`src/rtl/msi_pkg.sv`:
```
package msi_pkg;

    typedef enum logic [1:0] {
        LN_I = 2'b00,
        LN_S = 2'b01,
        LN_M = 2'b10
    } line_st_e;

    typedef enum logic [1:0] {
        BC_RD  = 2'b00,
        BC_RDX = 2'b01,
        BC_UPG = 2'b10,
        BC_WB  = 2'b11
    } bus_cmd_e;

    typedef enum logic [1:0] {
        CS_IDLE  = 2'b00,
        CS_EVICT = 2'b01,
        CS_FILL  = 2'b10,
        CS_DONE  = 2'b11
    } ctl_st_e;

endpackage

```
`src/rtl/msi_tag_array.sv`:
```
module msi_tag_array
    import msi_pkg::*;
#(
    parameter int IDX_W = 3,
    parameter int TAG_W = 9
) (
    input  logic             clk,
    input  logic             rst_n,
    input  logic [IDX_W-1:0] a_idx,
    output logic [TAG_W-1:0] a_tag,
    output line_st_e         a_st,
    input  logic [IDX_W-1:0] b_idx,
    output logic [TAG_W-1:0] b_tag,
    output line_st_e         b_st,
    input  logic             w_en,
    input  logic [IDX_W-1:0] w_idx,
    input  logic [TAG_W-1:0] w_tag,
    input  line_st_e         w_st
);
    localparam int SETS = 1 << IDX_W;

    logic [TAG_W-1:0] tag_q [SETS];
    line_st_e         st_q  [SETS];

    for (genvar s = 0; s < SETS; s++) begin : g_set
        always_ff @(posedge clk) begin
            if (!rst_n) begin
                tag_q[s] <= '0;
                st_q[s]  <= LN_I;
            end else if (w_en && (w_idx == IDX_W'(s))) begin
                tag_q[s] <= w_tag;
                st_q[s]  <= w_st;
            end
        end
    end

    assign a_tag = tag_q[a_idx];
    assign a_st  = st_q[a_idx];
    assign b_tag = tag_q[b_idx];
    assign b_st  = st_q[b_idx];

endmodule

```
`src/rtl/msi_snoop_unit.sv`:
```
module msi_snoop_unit
    import msi_pkg::*;
(
    input  logic     valid,
    input  logic     hit,
    input  bus_cmd_e cmd,
    input  line_st_e cur_st,
    output logic     upd,
    output line_st_e new_st,
    output logic     supply,
    output logic     wb
);
    always_comb begin
        upd    = 1'b0;
        new_st = cur_st;
        supply = 1'b0;
        wb     = 1'b0;
        if (valid && hit) begin
            unique case (cmd)
                BC_RD: begin
                    if (cur_st == LN_M) begin
                        upd    = 1'b1;
                        new_st = LN_S;
                        supply = 1'b1;
                        wb     = 1'b1;
                    end
                end
                BC_RDX, BC_UPG: begin
                    upd    = 1'b1;
                    new_st = LN_I;
                    supply = (cur_st == LN_M);
                end
                default: ;
            endcase
        end
    end

endmodule

```
`src/rtl/msi_snoop_ctrl.sv`:
```
module msi_snoop_ctrl
    import msi_pkg::*;
#(
    parameter int LINE_AW = 12,
    parameter int IDX_W   = 3
) (
    input  logic               clk,
    input  logic               rst_n,
    input  logic               cpu_req_valid,
    input  logic               cpu_req_write,
    input  logic [LINE_AW-1:0] cpu_req_addr,
    output logic               cpu_req_ready,
    output logic               cpu_done,
    output logic               bus_req,
    output logic [1:0]         bus_cmd,
    output logic [LINE_AW-1:0] bus_addr,
    input  logic               bus_gnt,
    input  logic               bus_ack_all,
    input  logic               snp_valid,
    input  logic [1:0]         snp_cmd,
    input  logic [LINE_AW-1:0] snp_addr,
    output logic               snp_ack,
    output logic               snp_supply,
    output logic               snp_wb
);
    localparam int TAG_W = LINE_AW - IDX_W;

    typedef struct packed {
        ctl_st_e            st;
        logic               wr;
        logic [LINE_AW-1:0] addr;
        logic               ack;
        logic               sup;
        logic               wb;
    } regs_t;

    regs_t q, d;

    logic [IDX_W-1:0] a_idx, snp_idx, req_idx;
    logic [TAG_W-1:0] a_tag, b_tag, look_tag, req_tag, snp_tag;
    line_st_e         a_st, b_st;
    logic             a_hit, b_hit;

    logic             arr_we;
    logic [IDX_W-1:0] arr_idx;
    logic [TAG_W-1:0] arr_tag;
    line_st_e         arr_st;

    logic             su_upd, su_sup, su_wb;
    line_st_e         su_st;
    logic             xfer_done;

    assign req_idx  = q.addr[IDX_W-1:0];
    assign req_tag  = q.addr[LINE_AW-1:IDX_W];
    assign snp_idx  = snp_addr[IDX_W-1:0];
    assign snp_tag  = snp_addr[LINE_AW-1:IDX_W];
    assign a_idx    = (q.st == CS_IDLE) ? cpu_req_addr[IDX_W-1:0] : req_idx;
    assign look_tag = (q.st == CS_IDLE) ? cpu_req_addr[LINE_AW-1:IDX_W] : req_tag;
    assign a_hit    = (a_st != LN_I) && (a_tag == look_tag);
    assign b_hit    = (b_st != LN_I) && (b_tag == snp_tag);
    assign xfer_done = bus_gnt && bus_ack_all;

    msi_tag_array #(.IDX_W(IDX_W), .TAG_W(TAG_W)) u_tags (
        .clk   (clk),
        .rst_n (rst_n),
        .a_idx (a_idx),
        .a_tag (a_tag),
        .a_st  (a_st),
        .b_idx (snp_idx),
        .b_tag (b_tag),
        .b_st  (b_st),
        .w_en  (arr_we),
        .w_idx (arr_idx),
        .w_tag (arr_tag),
        .w_st  (arr_st)
    );

    msi_snoop_unit u_snoop (
        .valid  (snp_valid),
        .hit    (b_hit),
        .cmd    (bus_cmd_e'(snp_cmd)),
        .cur_st (b_st),
        .upd    (su_upd),
        .new_st (su_st),
        .supply (su_sup),
        .wb     (su_wb)
    );

    always_comb begin
        d       = q;
        d.ack   = snp_valid;
        d.sup   = su_sup;
        d.wb    = su_wb;
        arr_we  = su_upd;
        arr_idx = snp_idx;
        arr_tag = b_tag;
        arr_st  = su_st;
        bus_req  = 1'b0;
        bus_cmd  = BC_RD;
        bus_addr = q.addr;
        unique case (q.st)
            CS_IDLE: begin
                if (cpu_req_valid) begin
                    d.wr   = cpu_req_write;
                    d.addr = cpu_req_addr;
                    if (a_hit && (!cpu_req_write || a_st == LN_M)) begin
                        d.st = CS_DONE;
                    end else if (a_st == LN_M && !a_hit) begin
                        d.st = CS_EVICT;
                    end else begin
                        d.st = CS_FILL;
                    end
                end
            end
            CS_EVICT: begin
                if (a_st == LN_M && !a_hit) begin
                    bus_req  = 1'b1;
                    bus_cmd  = BC_WB;
                    bus_addr = {a_tag, req_idx};
                    if (xfer_done) begin
                        arr_we  = 1'b1;
                        arr_idx = req_idx;
                        arr_tag = a_tag;
                        arr_st  = LN_I;
                        d.st    = CS_FILL;
                    end
                end else begin
                    d.st = CS_FILL;
                end
            end
            CS_FILL: begin
                bus_req = 1'b1;
                if (!q.wr) begin
                    bus_cmd = BC_RD;
                end else if (a_hit && a_st == LN_S) begin
                    bus_cmd = BC_UPG;
                end else begin
                    bus_cmd = BC_RDX;
                end
                if (xfer_done) begin
                    arr_we  = 1'b1;
                    arr_idx = req_idx;
                    arr_tag = req_tag;
                    arr_st  = q.wr ? LN_M : LN_S;
                    d.st    = CS_DONE;
                end
            end
            CS_DONE: d.st = CS_IDLE;
            default: d.st = CS_IDLE;
        endcase
    end

    always_ff @(posedge clk) begin
        if (!rst_n) begin
            q <= '{st: CS_IDLE, wr: 1'b0, addr: '0, ack: 1'b0, sup: 1'b0, wb: 1'b0};
        end else begin
            q <= d;
        end
    end

    assign cpu_req_ready = (q.st == CS_IDLE);
    assign cpu_done      = (q.st == CS_DONE);
    assign snp_ack       = q.ack;
    assign snp_supply    = q.sup;
    assign snp_wb        = q.wb;

endmodule

```
`config.mk`:
```
export PLATFORM = sky130hd
export DESIGN_NAME = msi_snoop_ctrl
export DESIGN_NICKNAME = d
export VERILOG_FILES = /design/src/rtl/msi_pkg.sv /design/src/rtl/msi_tag_array.sv /design/src/rtl/msi_snoop_unit.sv /design/src/rtl/msi_snoop_ctrl.sv
export SDC_FILE = /design/constraint.sdc
export NUM_CORES = 1
export LEC_CHECK = 0
export BUFFER_PORTS_ARGS = -buffer_cell sky130_fd_sc_hd__buf_2
export CAP_MARGIN = 25
export CELL_PAD_IN_SITES_DETAIL_PLACEMENT = 1
export CELL_PAD_IN_SITES_GLOBAL_PLACEMENT = 1
export CORE_MARGIN = 2
export CORE_UTILIZATION = 52
export DETAILED_ROUTE_END_ITERATION = 10
export PLACE_DENSITY = 0.88
export SYNTH_ARGS = -nofsm -noshare
export SYNTH_HDL_FRONTEND = slang
export SYNTH_SLANG_ARGS = --single-unit
```
`constraint.sdc`:
```
create_clock -name clk -period 19.69 [get_ports clk]
set_input_delay 5.907 -clock clk [delete_from_list [all_inputs] [get_ports clk]]
set_output_delay 5.907 -clock clk [all_outputs]
set_load 0.02 [all_outputs]
```
-- Yosys cells after proc, flatten, opt, wreduce, memory -nomap -nowiden
Memories as Yosys holds them, arrays and structs flattened.
Index checks and enable logic that the tools add are counted.
Widths: inputs -> output; s select.
- register bits: 18
- RAM bits: 88
- input port bits: 33
- word-level logic and storage cells: 152
- memories kept: 2
- equal/unequal tests: 20
- mux-type cells: 80
- bitwise logic cells: 16
- reduce and logical (&&, ||, !) cells: 28
- memory list (name ; depth ; bits a word ; read ports ; clocked after memory_dff ; wr ports ; line ; text):
    u_tags.tag_q ; 8 ; 9 ; 2 ; 0 ; 8 ; msi_tag_array.sv:22 ; logic [TAG_W-1:0] tag_q [SETS];
    u_tags.st_q ; 8 ; 2 ; 2 ; 0 ; 8 ; msi_tag_array.sv:23 ; line_st_e st_q [SETS];
- operators with widths (operator ; count):
    $mux 9 ; 12
    $mux 2 ; 22
    $mux 1 ; 30
    $mux 12 ; 2
    $eq 9x9->1 ; 2
    $pmux 9 s2 ; 1
    $or 1x1->1 ; 16
    $logic_and 1x1->1 ; 15
    $mux 15 ; 1
    $eq 3x3->1 const B ; 4
    $pmux 2 s2 ; 3
    $eq 2x2->1 const B ; 5
    $mux 3 ; 3
    $pmux 1 s2 ; 4
    $pmux 2 s4 ; 1
    $eq 2x1->1 const B ; 3
    $eq 3x2->1 const B ; 2
    $pmux 3 s2 ; 1
    $reduce_and 3->1 ; 2
    $logic_not 2->1 ; 2
    $ne 2x2->1 const B ; 2
    $reduce_and 2->1 ; 2
    $reduce_bool 2->1 ; 2
    $eq 3x1->1 const B ; 1
    5 further kinds ; 6

-- Logic depth before layout (Yosys ltp)
An unclocked memory read counts as a cell.
- depth in word-level cells: 15
- mapped depth: 17

-- Modules after synthesis
A second synthesis with hierarchy kept.
- cell total of the unflattened synthesis: 541
- area total of the unflattened synthesis: 6668.9 um^2
- by module, submodules not included (module ; times used ; cells an instance ; area an instance (um^2)):
    msi_tag_array ; 1 ; 297 ; 4748.3
    msi_snoop_ctrl ; 1 ; 229 ; 1815.5
    msi_snoop_unit ; 1 ; 15 ; 105.1

-- Worst setup path after synthesis
OpenSTA, ideal clock, no wires.
- path kind: input-to-output
- start point: input cpu_req_addr[2]
- end point: output bus_cmd[1]
- data arrival time: 8.699 ns
- slack: 5.084 ns
- stages on the path: 10
- path buffers: 1
- cell sequence: buf_2 mux2i_2 a21oi_1 and4_1 o31a_1 a2111o_1 nor4_2 nand4_1 or4_1 a21oi_1
- longest elaborated chain between the ends: 8
- elaborated cells between the ends (all ways): 15
- those cells by class: 3 x eq/ne; 5 x mux; 5 x reduce/logical; 2 x memory
- ends and longest elaborated chain (item ; line ; text):
    start: declaration ; msi_snoop_ctrl.sv:11 ; input logic [LINE_AW-1:0] cpu_req_addr,
    $mux 3 * ; msi_snoop_ctrl.sv:57 ; assign a_idx = (q.st == CS_IDLE) ? cpu_req_addr[IDX_W-1:0] : req_idx;
    $mem_v2 8x9 / $mem_v2 8x2 (equally long branches) ; - ;
    $eq 9x9->1 / $reduce_bool 2->1 (equally long branches) ; msi_snoop_ctrl.sv:59 ; assign a_hit = (a_st != LN_I) && (a_tag == look_tag);
    $logic_and 1x1->1 ; msi_snoop_ctrl.sv:59 ;
    $logic_and 1x1->1 / $logic_not 1->1 (equally long branches) ; msi_snoop_ctrl.sv:135, msi_snoop_ctrl.sv:116 ;
    $mux 2 / $logic_and 1x1->1 (equally long branches) ; msi_snoop_ctrl.sv:135, msi_snoop_ctrl.sv:116 ;
    $mux 2, on equally long branches ; msi_snoop_ctrl.sv:133, msi_snoop_ctrl.sv:116 ;
    $pmux 2 s2 * ; msi_snoop_ctrl.sv:101 ; unique case (q.st)
    end: declaration ; msi_snoop_ctrl.sv:15 ; output logic [1:0] bus_cmd,
Every way passes the cells marked *; elsewhere a longest branch is shown, timed or not.

-- Worst setup path in the final report
- start point: input cpu_req_addr[0]
- end point: output bus_addr[10]
- longest elaborated chain between the ends: 8
- elaborated cells between the ends (all ways): 11
- those cells by class: 2 x eq/ne; 3 x mux; 4 x reduce/logical; 2 x memory
- ends and longest elaborated chain (item ; line ; text):
    $mux 3 * ; msi_snoop_ctrl.sv:57 ;
    $mem_v2 8x9 / $mem_v2 8x2 (equally long branches) ; - ;
    $eq 9x9->1 / $reduce_bool 2->1 (equally long branches) ; msi_snoop_ctrl.sv:59 ;
    $logic_and 1x1->1 ; msi_snoop_ctrl.sv:59 ;
    $logic_not 1->1 ; msi_snoop_ctrl.sv:116 ; if (a_st == LN_M && !a_hit) begin
    $logic_and 1x1->1 ; msi_snoop_ctrl.sv:116 ;
    $mux 12 * ; msi_snoop_ctrl.sv:116 ;
    $mux 12 * ; msi_snoop_ctrl.sv:101 ;
    end: declaration ; msi_snoop_ctrl.sv:16 ; output logic [LINE_AW-1:0] bus_addr,
Marked as above.

==> flow_metrics.tcl <==
set metrics [dict create \
    routed_wirelength_um 30370 \
    setup_tns_ns 0 \
    hold_viol 0 \
    cts-buffers-inserted 9 \
    drive_above_1_share_pct 18.90 \
    vdd_drop_max_v 0.00005910 \
    finalMaxSlewViolations 0 \
    ctsHoldBuffers 0 \
    yosys-mux-area-fraction_pct 11.16 \
    rsz0062_at_grt "no" \
    synth-compound-area-share_pct 23.30 \
    yosysWarnings 0 \
    antenna_found_initial 0 \
    yosys_most_used_dff "edfxtp_1" \
    htree_levels 3 \
    gp_congestion 0.9787 \
    io_pins 53 \
    grt_start_max_net_pins 55 \
    seq_area_frac_synth_pct 38.33 \
    fmax_mhz 62.70 \
    crit_fanout 47 \
    leakagePower_nw 3.125 \
    synthSimpleGateAreaFrac_pct 19.29 \
    final_nets 887 \
    fp.coreArea_mm2 0.01464 \
    syn_nets 863 \
    die_h_um 126.8 \
    worstPathArrival_ns 10.04 \
    clock_latency_ns 0.37 \
    fin_worst_skew_ns 0.01046 \
    grt_overflow_total 0 \
    critical_path_class "primary input to primary output" \
    drt_pass1_iterations 6 \
    period_minus_slack_ns 15.95 \
    critical-path-max-stage-delay_ns 0.68 \
    cp-end-kind "primary output" \
    fin_util_pct 57.55 \
    critPathCapture "bus_addr[10]" \
    crit_path_top_delay_cell "buf_2" \
    die_area_mm2 0.01607 \
    cts_tree "built" \
    post_drt_wl_per_cell_um 29.32 \
    power.density_cell_area_mw_per_mm2 103.2 \
    grt_usage_pct 38.12 \
    grt_pass1_vias 7588 \
    synth_edf_count 88 \
    antenna_cells 0 \
    path_cells "buf_2 -> mux2_4 -> nand2_1 -> a2111oi_0 -> or3_1 -> o211ai_1 -> nor4_2 -> nand4_1 -> nand2_1 -> mux2_2 -> buf_2" \
    cts_buffer_depth 2 \
    ant_nets 0 \
    hp-class "flip-flop to flip-flop" \
    post_cts_buffers 0 \
    netlist_area_mm2 0.007835 \
    crit_required_ns 13.78 \
    slew_headroom_pct 36.38 \
    fin_crit_sh_pct 81.00 \
    synth_top_family_by_area "compound AO/OA/AOI/OAI gates" \
    clockRootBuffer "clkbuf_16" \
    initialDrtViolationCount 1042 \
    die_w_um 126.8 \
    dr_total_vias 7494 \
    synth.avg_cell_area_um2 9.509 \
    start_util_pct 53.50 \
    async_reset_ff_share_pct 0 \
    setup.reg_to_reg.worst_slack_ns 13.67 \
    worst_slew_pin_slew_ns 0.9542 \
    start_kind "primary input" \
    status "completed" \
    syn_to_final_growth_pct 7.569 \
    via_per_inst 7.234 \
    grt_pass1_wl_um 46240 \
    port-buffer-count 52 \
    rows 44 \
    dp_hpwl_um 21150 \
    crit_start "cpu_req_addr[0]" \
    max_cap_viol_count 0 \
    timing.rr.end "u_tags.tag_q[7][5]" \
    ys_ff_latch 106 \
    r2r-start "q[17]" \
    drc_errors 0 \
    yosysUniqueCellTypes 81 \
    r2r_cells 14 \
    setup_viol 0 \
    synth_adder_area_share_pct 0.9582 \
    cts_sinks 106 \
    syn_inst 824 \
    synth-xor-area-share_pct 1.118 \
    clkSlewWorstSetupHoldPaths_ns 0.07 \
    cts_resized 0 \
]
==> critical path: cells and delay by family <==
kind | cells | cell delay, ns
mux | 2 | 0.92
simple gates | 5 | 1.61
buf+inv | 2 | 0.84
compound gates | 2 | 0.74
==> where the power goes <==
part / internal (mW) / switching, mW / leakage (nW) / total (mW)
registers: 0.255 / 0.0142 / 1.06 / 0.269
clock network: 0.100 / 0.0919 / 0.146 / 0.192
logic: 0.129 / 0.279 / 1.92 / 0.408
total: 0.485 / 0.385 / 3.13 / 0.869
==> layout make-up <==
class                   count  area, µm²
fillers                  1650       6216
multi-input cells         629       4377
flip-flops and latches    106       3003
repair buffers             71      402.9
well taps                 184      230.2
clock buffers               9      225.2
inverters                  31      116.4
clock inverters             6      73.82
==> through the flow <==
step           worst slack, ns  power (mW)  instances  area, µm²  hold slack [ns]
5_1_grt                  3.566      0.8969       1036       8428           0.5418
3_3_place_gp             4.097      0.6405       1018       8107           0.4774
4_1_cts                  3.792      0.8500       1033       8406           0.5122
2_1_floorplan            5.084      0.5534        824       7835           0.4575
3_5_place_dp             3.857      0.6576       1018       8107           0.5015
6_report                 3.741      0.8694       1036       8428           0.5112
==> logic make-up (layout without fill, tap and decap cells) <==
logic type / Yosys count / in the layout
and+or+nand+nor: 319 / 319
AOI/OAI and AO/OA: 235 / 235
DFF: 106 / 106
buffers and inverters: 89 / 117
muxes: 59 / 59
xor gates and xnor gates: 10 / 10
adders and majority gates: 6 / 6
==> sequential cells by signal, summed over array words and instances, names as in the netlist <==
| signal | flops |
|---|---|
| snp_supply | 1 |
| snp_ack | 1 |
| snp_wb | 1 |
| q | 15 |
| u_tags.st_q | 16 |
| u_tags.tag_q | 72 |
==> synthesized netlist by cell type, types with 3 or more instances <==
cell type	number	area, µm²
nand3_1	13	65.06
a32oi_1	4	35.03
a22o_1	5	43.79
a211oi_1	4	30.03
or4_1	3	22.52
and2_1	16	100.1
a21oi_1	29	145.1
nand2_1	87	326.6
xnor2_1	3	26.28
a2111oi_0	3	26.28
a21boi_0	17	127.6
nand4_1	4	25.02
ha_1	6	75.07
mux2_2	16	180.2
a22oi_1	18	135.1
o221a_2	7	78.83
buf_4	6	45.04
nor3b_1	4	30.03
clkbuf_1	18	67.56
a211o_1	6	52.55
buf_6	8	90.09
o22ai_1	14	87.58
o221ai_1	4	35.03
o211ai_1	18	135.1
a2bb2oi_1	3	26.28
nor2_1	122	457.9
edfxtp_1	88	2643
nand2b_1	10	62.56
mux4_2	20	450.4
a21o_1	4	30.03
or3_1	5	31.28
xor2_1	7	61.31
inv_1	31	116.4
a222oi_1	6	60.06
buf_2	24	120.1
or2_2	3	18.77
nor2b_1	23	143.9
nor3_1	14	70.07
nor3_2	4	40.04
mux2i_1	20	200.2
dfxtp_1	18	360.4
o21ai_0	47	235.2
o221ai_4	4	105.1
a31oi_1	7	43.79
==> metal layers <==
metal	share of wire (%)	up-vias	GRT usage (%)
met5	0	-	0
li1	-	3130	-
met4	5.0	0	18.42
met2	46	566	61.62
met1	37	3695	49.71
met3	12	103	7.128
==> cells in the final DEF, fill, tap and decap left out, types with 5 or more instances in the layout <==
cell and n:
a22oi_1 18, and2_1 16, o211ai_1 18, dfxtp_1 18, o22ai_1 14, a31oi_1 7
ha_1 5, a21boi_0 17, xor2_1 7, a21oi_1 29, nand3_1 13, inv_1 31
nand2b_1 10, or3_1 5, mux2i_1 20, buf_2 52, nor2_1 122, a211o_1 6
a22o_1 5, nor3_1 14, o21ai_0 46, nand2_1 87, o221a_2 7, edfxtp_1 88
clkbuf_16 9, a222oi_1 6, mux2_2 16, buf_4 17, mux4_2 20, nor2b_1 23
==> how the worst min path moves through the flow <==
stage | startpoint | end | slack [ns] | cells past startpoint
final | q[15] | q[15] | 0.51 | 2
after global routing | q[15] | q[15] | 0.54 | 2
after floorplan | q[15] | q[15] | 0.46 | 2
after detailed placement | q[15] | q[15] | 0.50 | 2
after CTS | q[15] | q[15] | 0.51 | 2
after global placement | q[3] | q[3] | 0.48 | 2
Power figures use the tool's default switching activity.
